==> config.mk <==
export PLATFORM = sky130hd
export DESIGN_NAME = objhash_engine
export DESIGN_NICKNAME = d
export VERILOG_FILES = /design/src/rtl/objhash_pkg.sv /design/src/rtl/objhash_fold.sv /design/src/rtl/objhash_ctx.sv /design/src/rtl/objhash_ram.sv /design/src/rtl/objhash_engine.sv
export SDC_FILE = /design/constraint.sdc
export NUM_CORES = 2
export LEC_CHECK = 0
export BUFFER_PORTS_ARGS = -buffer_cell sky130_fd_sc_hd__clkbuf_2
export CAP_MARGIN = 20
export CORE_MARGIN = 1.5
export CORE_UTILIZATION = 40
export DETAILED_ROUTE_END_ITERATION = 8
export PLACE_DENSITY_LB_ADDON = 0.12
export SLEW_MARGIN = 25
export SYNTH_ARGS = -nofsm -noshare
export SYNTH_HDL_FRONTEND = slang
export SYNTH_SLANG_ARGS = --single-unit
==> constraint.sdc <==
create_clock -name clk -period 13.1 [get_ports clk]
set_input_delay 1.31 -clock clk [delete_from_list [all_inputs] [get_ports clk]]
set_output_delay 1.31 -clock clk [all_outputs]
set_load 0.02 [all_outputs]
==> src/rtl/objhash_pkg.sv <==
package objhash_pkg;
  localparam int CHAN_W = 5;
  localparam int ENG_W  = 2;
  localparam int INST_W = 20;
  localparam int IDX_W  = 16;

  localparam logic [1:0] OP_LOOKUP = 2'd0;
  localparam logic [1:0] OP_INSERT = 2'd1;
  localparam logic [1:0] OP_REMOVE = 2'd2;

  localparam logic [1:0] ST_OK   = 2'd0;
  localparam logic [1:0] ST_FULL = 2'd1;
  localparam logic [1:0] ST_MISS = 2'd2;

  typedef enum logic [3:0] {
    S_CLEAR, S_IDLE, S_HASH, S_RD_CTX, S_RD_HDL, S_CHECK, S_WR0, S_WR1, S_DONE
  } eng_state_t;
endpackage

==> src/rtl/objhash_fold.sv <==
module objhash_fold
  import objhash_pkg::*;
#(
  parameter int HBITS  = 6,
  parameter bit LEGACY = 1'b1
) (
  input  logic [31:0]       handle,
  input  logic [CHAN_W-1:0] chan,
  output logic [HBITS-1:0]  slot
);
  localparam int NSLICE = (32 + HBITS - 1) / HBITS;
  localparam int CSHIFT = HBITS - 4;

  logic [HBITS-1:0] folded;

  always_comb begin
    folded = '0;
    for (int s = 0; s < NSLICE; s++) begin
      folded = folded ^ HBITS'(handle >> (s * HBITS));
    end
  end

  generate
    if (LEGACY) begin : g_chan_mix
      assign slot = folded ^ HBITS'(32'(chan) << CSHIFT);
    end else begin : g_no_chan
      logic [CHAN_W-1:0] unused_chan;
      assign unused_chan = chan;
      assign slot = folded;
    end
  endgenerate
endmodule

==> src/rtl/objhash_ctx.sv <==
module objhash_ctx
  import objhash_pkg::*;
#(
  parameter bit LEGACY = 1'b1
) (
  input  logic [INST_W-1:0] enc_inst,
  input  logic [ENG_W-1:0]  enc_eng,
  input  logic [CHAN_W-1:0] enc_chan,
  output logic [31:0]       enc_word,
  input  logic [31:0]       dec_word,
  output logic              dec_occ,
  output logic [INST_W-1:0] dec_inst,
  output logic [ENG_W-1:0]  dec_eng
);
  logic [IDX_W-1:0] idx_field;
  assign idx_field = enc_inst[INST_W-1:INST_W-IDX_W];
  assign dec_inst  = {dec_word[IDX_W-1:0], {(INST_W-IDX_W){1'b0}}};

  logic [INST_W-IDX_W-1:0] unused_inst_low;
  assign unused_inst_low = enc_inst[INST_W-IDX_W-1:0];

  generate
    if (LEGACY) begin : g_legacy
      assign enc_word = {1'b1, 2'b00, enc_chan, 6'b000000, enc_eng, idx_field};
      assign dec_occ  = dec_word[31];
      assign dec_eng  = dec_word[17:16];
      logic [13:0] unused_dec;
      assign unused_dec = dec_word[30:17+1-1-0+1-1];
    end else begin : g_newer
      assign enc_word = {10'b0, enc_eng, 4'b0000, idx_field};
      assign dec_occ  = |dec_word;
      assign dec_eng  = dec_word[21:20];
      logic [CHAN_W-1:0] unused_chan;
      assign unused_chan = enc_chan;
    end
  endgenerate
endmodule

==> src/rtl/objhash_ram.sv <==
module objhash_ram #(
  parameter int AW = 7,
  parameter int DW = 32
) (
  input  logic          clk,
  input  logic          we,
  input  logic [AW-1:0] addr,
  input  logic [DW-1:0] wdata,
  output logic [DW-1:0] rdata
);
  localparam int DEPTH = 1 << AW;

  logic [DW-1:0] mem [DEPTH];

  always_ff @(posedge clk) begin
    if (we) mem[addr] <= wdata;
    rdata <= mem[addr];
  end
endmodule

==> src/rtl/objhash_engine.sv <==
module objhash_engine
  import objhash_pkg::*;
#(
  parameter int HBITS  = 6,
  parameter bit LEGACY = 1'b1
) (
  input  logic              clk,
  input  logic              rst,
  input  logic              req_valid,
  output logic              req_ready,
  input  logic [1:0]        req_op,
  input  logic [31:0]       req_handle,
  input  logic [CHAN_W-1:0] req_chan,
  input  logic [INST_W-1:0] req_inst,
  input  logic [ENG_W-1:0]  req_engine,
  output logic              rsp_valid,
  output logic              rsp_hit,
  output logic [1:0]        rsp_status,
  output logic [INST_W-1:0] rsp_inst,
  output logic [ENG_W-1:0]  rsp_engine,
  output logic [HBITS-1:0]  rsp_slot
);
  localparam int AW = HBITS + 1;
  localparam logic [AW-1:0] CLR_LAST = '1;

  eng_state_t state, nstate;

  logic [AW-1:0]     clr_cnt;
  logic              clr_done;
  logic [HBITS-1:0]  probe, home, probe_nxt, home_slot;
  logic [1:0]        op_q;
  logic [31:0]       handle_q;
  logic [CHAN_W-1:0] chan_q;
  logic [INST_W-1:0] inst_q;
  logic [ENG_W-1:0]  eng_q;
  logic [31:0]       ctx_q;

  logic              ram_we;
  logic [AW-1:0]     ram_addr;
  logic [31:0]       ram_wd, ram_q;

  logic [31:0]       enc_word, dec_word;
  logic              dec_occ;
  logic [INST_W-1:0] dec_inst;
  logic [ENG_W-1:0]  dec_eng;

  logic do_adv, fin_ok, fin_fail;

  objhash_fold #(.HBITS(HBITS), .LEGACY(LEGACY)) u_fold (
    .handle (handle_q),
    .chan   (chan_q),
    .slot   (home_slot)
  );

  assign dec_word = (state == S_CHECK) ? ctx_q : ram_q;

  objhash_ctx #(.LEGACY(LEGACY)) u_ctx (
    .enc_inst (inst_q),
    .enc_eng  (eng_q),
    .enc_chan (chan_q),
    .enc_word (enc_word),
    .dec_word (dec_word),
    .dec_occ  (dec_occ),
    .dec_inst (dec_inst),
    .dec_eng  (dec_eng)
  );

  objhash_ram #(.AW(AW), .DW(32)) u_ram (
    .clk   (clk),
    .we    (ram_we),
    .addr  (ram_addr),
    .wdata (ram_wd),
    .rdata (ram_q)
  );

  // RAM port sequencing: even word = handle, odd word = context
  always_comb begin
    ram_we   = 1'b0;
    ram_addr = {probe, 1'b1};
    ram_wd   = '0;
    case (state)
      S_CLEAR:  begin ram_we = 1'b1; ram_addr = clr_cnt; end
      S_RD_CTX: ram_addr = {probe, 1'b1};
      S_RD_HDL: ram_addr = {probe, 1'b0};
      S_WR0: begin
        ram_we   = 1'b1;
        ram_addr = {probe, 1'b0};
        ram_wd   = (op_q == OP_INSERT) ? handle_q : 32'h0;
      end
      S_WR1: begin
        ram_we   = 1'b1;
        ram_addr = {probe, 1'b1};
        ram_wd   = (op_q == OP_INSERT) ? enc_word : 32'h0;
      end
      default: ;
    endcase
  end

  assign probe_nxt = probe + 1'b1;

  always_comb begin
    nstate   = state;
    do_adv   = 1'b0;
    fin_ok   = 1'b0;
    fin_fail = 1'b0;
    case (state)
      S_CLEAR:  if (clr_cnt == CLR_LAST) nstate = S_IDLE;
      S_IDLE:   if (req_valid) nstate = S_HASH;
      S_HASH:   nstate = S_RD_CTX;
      S_RD_CTX: nstate = S_RD_HDL;
      S_RD_HDL: begin
        if (op_q == OP_INSERT) begin
          if (!dec_occ) nstate = S_WR0;
          else          do_adv = 1'b1;
        end else begin
          if (dec_occ) nstate = S_CHECK;
          else         do_adv = 1'b1;
        end
      end
      S_CHECK: begin
        if (ram_q == handle_q) begin
          if (op_q == OP_REMOVE) nstate = S_WR0;
          else                   fin_ok = 1'b1;
        end else begin
          do_adv = 1'b1;
        end
      end
      S_WR0:  nstate = S_WR1;
      S_WR1:  fin_ok = 1'b1;
      S_DONE: nstate = S_IDLE;
      default: nstate = S_IDLE;
    endcase
    if (do_adv) begin
      if (probe_nxt == home) fin_fail = 1'b1;
      else                   nstate   = S_RD_CTX;
    end
    if (fin_ok || fin_fail) nstate = S_DONE;
  end

  always_ff @(posedge clk) begin
    if (rst) begin
      state      <= S_CLEAR;
      clr_cnt    <= '0;
      clr_done   <= 1'b0;
      probe      <= '0;
      home       <= '0;
      op_q       <= '0;
      handle_q   <= '0;
      chan_q     <= '0;
      inst_q     <= '0;
      eng_q      <= '0;
      ctx_q      <= '0;
      rsp_hit    <= 1'b0;
      rsp_status <= ST_OK;
      rsp_inst   <= '0;
      rsp_engine <= '0;
      rsp_slot   <= '0;
    end else begin
      state <= nstate;
      if (state == S_CLEAR) begin
        clr_cnt <= clr_cnt + 1'b1;
        if (clr_cnt == CLR_LAST) clr_done <= 1'b1;
      end
      if (state == S_IDLE && req_valid) begin
        op_q     <= req_op;
        handle_q <= req_handle;
        chan_q   <= req_chan;
        inst_q   <= req_inst;
        eng_q    <= req_engine;
      end
      if (state == S_HASH) begin
        home  <= home_slot;
        probe <= home_slot;
      end
      if (state == S_RD_HDL) ctx_q <= ram_q;
      if (do_adv && !fin_fail) probe <= probe_nxt;
      if (fin_ok) begin
        rsp_hit    <= 1'b1;
        rsp_status <= ST_OK;
        rsp_slot   <= probe;
        rsp_inst   <= (op_q == OP_INSERT || op_q == OP_REMOVE) ? '0 : dec_inst;
        rsp_engine <= (op_q == OP_INSERT || op_q == OP_REMOVE) ? '0 : dec_eng;
      end else if (fin_fail) begin
        rsp_hit    <= 1'b0;
        rsp_status <= (op_q == OP_INSERT) ? ST_FULL : ST_MISS;
        rsp_slot   <= '0;
        rsp_inst   <= '0;
        rsp_engine <= '0;
      end
    end
  end

  assign req_ready = (state == S_IDLE);
  assign rsp_valid = (state == S_DONE);

  // response is a single-cycle pulse
  p_pulse_r11: assert property (@(posedge clk) disable iff (rst)
    rsp_valid |=> !rsp_valid);

  // accepted request blocks further requests
  p_busy_r11: assert property (@(posedge clk) disable iff (rst)
    (req_valid && req_ready) |=> !req_ready);

  // failures carry zeroed fields and a failure status
  p_miss_zero_r12: assert property (@(posedge clk) disable iff (rst)
    (rsp_valid && !rsp_hit) |-> (rsp_inst == '0 && rsp_engine == '0 &&
                                 rsp_slot == '0 && rsp_status != ST_OK));

  // a success always reports ok status
  p_hit_ok_r7: assert property (@(posedge clk) disable iff (rst)
    (rsp_valid && rsp_hit) |-> rsp_status == ST_OK);

  // full only for insert, not-found only for lookup/remove
  p_full_insert_r9: assert property (@(posedge clk) disable iff (rst)
    (rsp_valid && rsp_status == ST_FULL) |-> op_q == OP_INSERT);
  p_miss_other_r9: assert property (@(posedge clk) disable iff (rst)
    (rsp_valid && rsp_status == ST_MISS) |-> op_q != OP_INSERT);

  // the first probe of every command is at the home slot
  p_home_first_r3: assert property (@(posedge clk) disable iff (rst)
    (state == S_RD_CTX && $past(state) == S_HASH) |-> probe == home);

  // a context write follows the handle write of the same slot
  p_write_pair_r8: assert property (@(posedge clk) disable iff (rst)
    (state == S_WR1) |-> ($past(state) == S_WR0 && $stable(probe)));

  // no command accepted before the table is cleared
  p_clear_gate_r10: assert property (@(posedge clk) disable iff (rst)
    req_ready |-> clr_done);
endmodule

==> impl_metrics.yaml <==
status:
  status: "completed"
power:
  pwr-share-seq_pct: 51.6
  p_int_uw: 22300
  sw_frac_of_total_pct: 22.3
  p_clk_share_pct: 42.6
  leakage_uw: 0.0576
  ir_worst_vdd_mv: 0.106
  power_uw: 28700
  p_per_area_nw_per_um2: 156
  power_frac_comb_pct: 5.8
  p_switching_uw: 6410
worst_hold_path:
  holdPathStages: 2
  hold_start: "ctx_q[16]"
  min_path_type: "flip-flop to flip-flop"
  hold_end: "ctx_q[16]"
layout:
  final_cell_mix: "4,096 x edfxtp_1, 883 x mux2i_1, 770 x nand2_1"
  fin_nets: 9638
  drive_above_1_share_pct: 13.4
  final_common_cell: "edfxtp_1"
  seqCellArea_um2: 126000
  syn2layout_area_growth_pct: 14.9
  multi_input_area_um2: 33600
  fill_cells: 34000
timing:
  fin_tns_setup_ns: 0
  timing.final.setup_violations: 0
  hold_viol_final: 0
  fin_hold_ws_ns: 0.451
  post-route-period-util_pct: 48.9
  slew_headroom_pct: 21.1
  min_period_ns: 6.41
  clock_skew_ns: 0.0902
  clock.fmax_mhz: 156
  drv_slew: 0
  tightest_slew_ns: 1.17
  rsz0062_at_grt: "false"
floorplanning:
  die-area_um2: 404000
  die_w_um: 636
  start_util_pct: 40.2
  ios: 97
  core_area_um2: 399000
  rows: 232
  die_y_um: 636
setup_path:
  crit_path_max_fanout: 47
  crit_arrival_ns: 7.28
  end_kind: "flip-flop"
  r2r_cells: 12
  timing.critical_path.required_ns: 13.97
  worst_setup_path_start_kind: "flip-flop"
  r2r_end: "u_ram.rdata[1]"
  path_class: "flip-flop to flip-flop"
  crit_start: "state[2]"
  ff2ff_setup_slack_ns: 6.69
  reg2reg_from: "state[2]"
grt:
  grt_pass1_wl_mm: 708
  grt_pass1_vias: 87800
  grtUsageTotal_pct: 24.8
  grt_max_degree: 129
  gr-total-overflow: 0
  antenna_found_initial: 34
route:
  drt_pass1_iterations: 6
  vias: 90700
  ant_nets: 0
  wl_per_cell_um: 33.9
  drt_iter0_drc: 10900
  drc_errors: 0
  wl_mm: 515
  via_per_inst: 5.96
cts:
  insertion_delay_ns: 1.01
  hold_buffers: 0
  root_buffer: "clkbuf_16"
  cts_sinks: 4254
  ctsHtreeMaxLevel: 5
  cts_tree: "done"
  post-cts-setup-buffers: 0
  cts_buffers: 446
  post_cts_resized: 0
  clkTransAtPathRegs_ns: 0.07
  clockBufferDepth: 4
yosys:
  async_flop_share_pct: 0
  synth-edff-count: 4096
  syn_area_um2: 160000
  ys_seq_area_share_pct: 78.7
  synth-main-ff-cell: "edfxtp_1"
  ys_ff_latch: 4254
  synth.distinct_cells: 55
  synth_area_per_cell_um2: 17.3
  synth_warnings: 0
  syn_inst: 9267
placement:
  dpl.hpwl_mm: 284
  place.gp.congestion: 0.815
  io_buffer_count: 88
flow_run:
  maxCapViolations: 0
==> worst max-delay path by stage <==
| stage | slack [ns] | end | cells past startpoint |
|---|---|---|---|
| 2_1_floorplan | 7.85 | u_ram.mem[0][0] | 5 |
| 3_3_place_gp | 6.51 | u_ram.rdata[12] | 11 |
| 3_5_place_dp | 6.69 | u_ram.rdata[3] | 11 |
| 4_1_cts | 6.67 | u_ram.rdata[3] | 11 |
| 5_1_grt | 6.47 | u_ram.rdata[12] | 11 |
| 6_report | 6.69 | u_ram.rdata[1] | 12 |
==> critical path, stage by stage (launching register included) <==
cell and delay, ns:
dfxtp_1 0.58, o21bai_1 0.24, and2_4 0.53, buf_4 0.59
buf_4 0.75, nor2_4 0.05, buf_4 0.36, buf_4 0.45
buf_12 0.33, a22o_1 0.23, o41ai_1 0.68, a41oi_1 0.58
or4_1 0.63
==> registers in the layout (all words and copies together), names as in the netlist, 2 cells and up <==
name	flops
rsp_status	2
eng_q	2
home	6
state	4
rsp_slot	6
rsp_inst	16
u_ram.rdata	32
rsp_engine	2
inst_q	16
op_q	2
ctx_q	19
chan_q	5
handle_q	32
clr_cnt	7
probe	6
u_ram.mem	4096
==> layout make-up <==
| cell class | count | share of cell area, % |
|---|---|---|
| Sequential cell | 4254 | 68.5 |
| Multi-Input combinational cell | 4396 | 18.3 |
| Clock buffer | 570 | 6.49 |
| Tap cell | 5265 | 3.58 |
| Timing Repair Buffer | 463 | 1.98 |
| Clock inverter | 250 | 1.16 |
| Inverter | 9 | 0.0183 |
| Antenna cell | 9 | 0.0122 |
==> metal layers <==
| metal | global-route usage (%) | part of all wire, % |
|---|---|---|
| met3 | 3.83 | 7.8 |
| met5 | 0 | 0.0033 |
| met4 | 7.54 | 3.2 |
| met2 | 38.9 | 46 |
| met1 | 35.7 | 43 |
==> synthesized netlist by cell type, drive strengths merged (3+ instances only) <==
master / instances / area [µm²]
inv: 9 / 33.8
a22o: 204 / 1790
a2111oi: 10 / 87.6
o22a: 371 / 3250
nor2: 188 / 706
dfxtp: 158 / 3160
xor2: 41 / 359
mux2i: 887 / 8880
a41oi: 112 / 981
o2bb2ai: 17 / 149
a211oi: 4 / 30.0
clkbuf: 345 / 1290
nor4b: 3 / 26.3
and2: 11 / 68.8
or4: 12 / 90.1
nor4: 10 / 62.6
a21oi: 297 / 1490
o31a: 46 / 403
nor3: 7 / 35.0
xnor2: 37 / 324
o2111ai: 9 / 78.8
o21a: 9 / 67.6
nand2: 779 / 2920
o21ai: 12 / 60.1
mux2: 5 / 60.1
buf: 266 / 1230
o22ai: 49 / 307
a31oi: 295 / 1850
nand4: 24 / 150
nand2b: 8 / 50.1
nor2b: 4 / 25.0
nand3: 26 / 130
o41ai: 169 / 1480
edfxtp: 4096 / 123000
a22oi: 724 / 5440
ha: 4 / 50.1
==> power groups by stage <==
stage	combinational [µW]	sequential [µW]	clock, µW
after floorplan	942	15000	0
after global placement	1640	15100	0
after detailed placement	1650	15100	0
after CTS	1650	14800	12400
after global routing	1740	14800	12900
final	1650	14800	12200
==> per-stage QoR <==
stage          setup slack [ns]  cell area (µm²)  cells  utilization [%]
2_1_floorplan              7.85           160000   9270                -
3_3_place_gp               6.51           170000  14400             42.5
3_5_place_dp               6.69           170000  14400             42.6
4_1_cts                    6.67           184000  15200             46.1
5_1_grt                    6.47           184000  15200             46.1
6_report                   6.69           184000  15200             46.1
==> kinds of logic (layout without fill, tap and decap cells) <==
family | count (synthesis) | after routing | share of synthesized area, %
adders and majority gates | 4 | 4 | 0.0312
muxes | 892 | 892 | 5.58
AOI/OAI and AO/OA | 2338 | 2338 | 10.9
and+or+nand+nor | 1079 | 1079 | 2.70
DFF | 4254 | 4254 | 78.7
xor gates and xnor gates | 79 | 79 | 0.440
other | 1 | 13 | 0.00234
buffers and inverters | 620 | 1292 | 1.59
No activity file was read; power rests on OpenSTA's default activity.
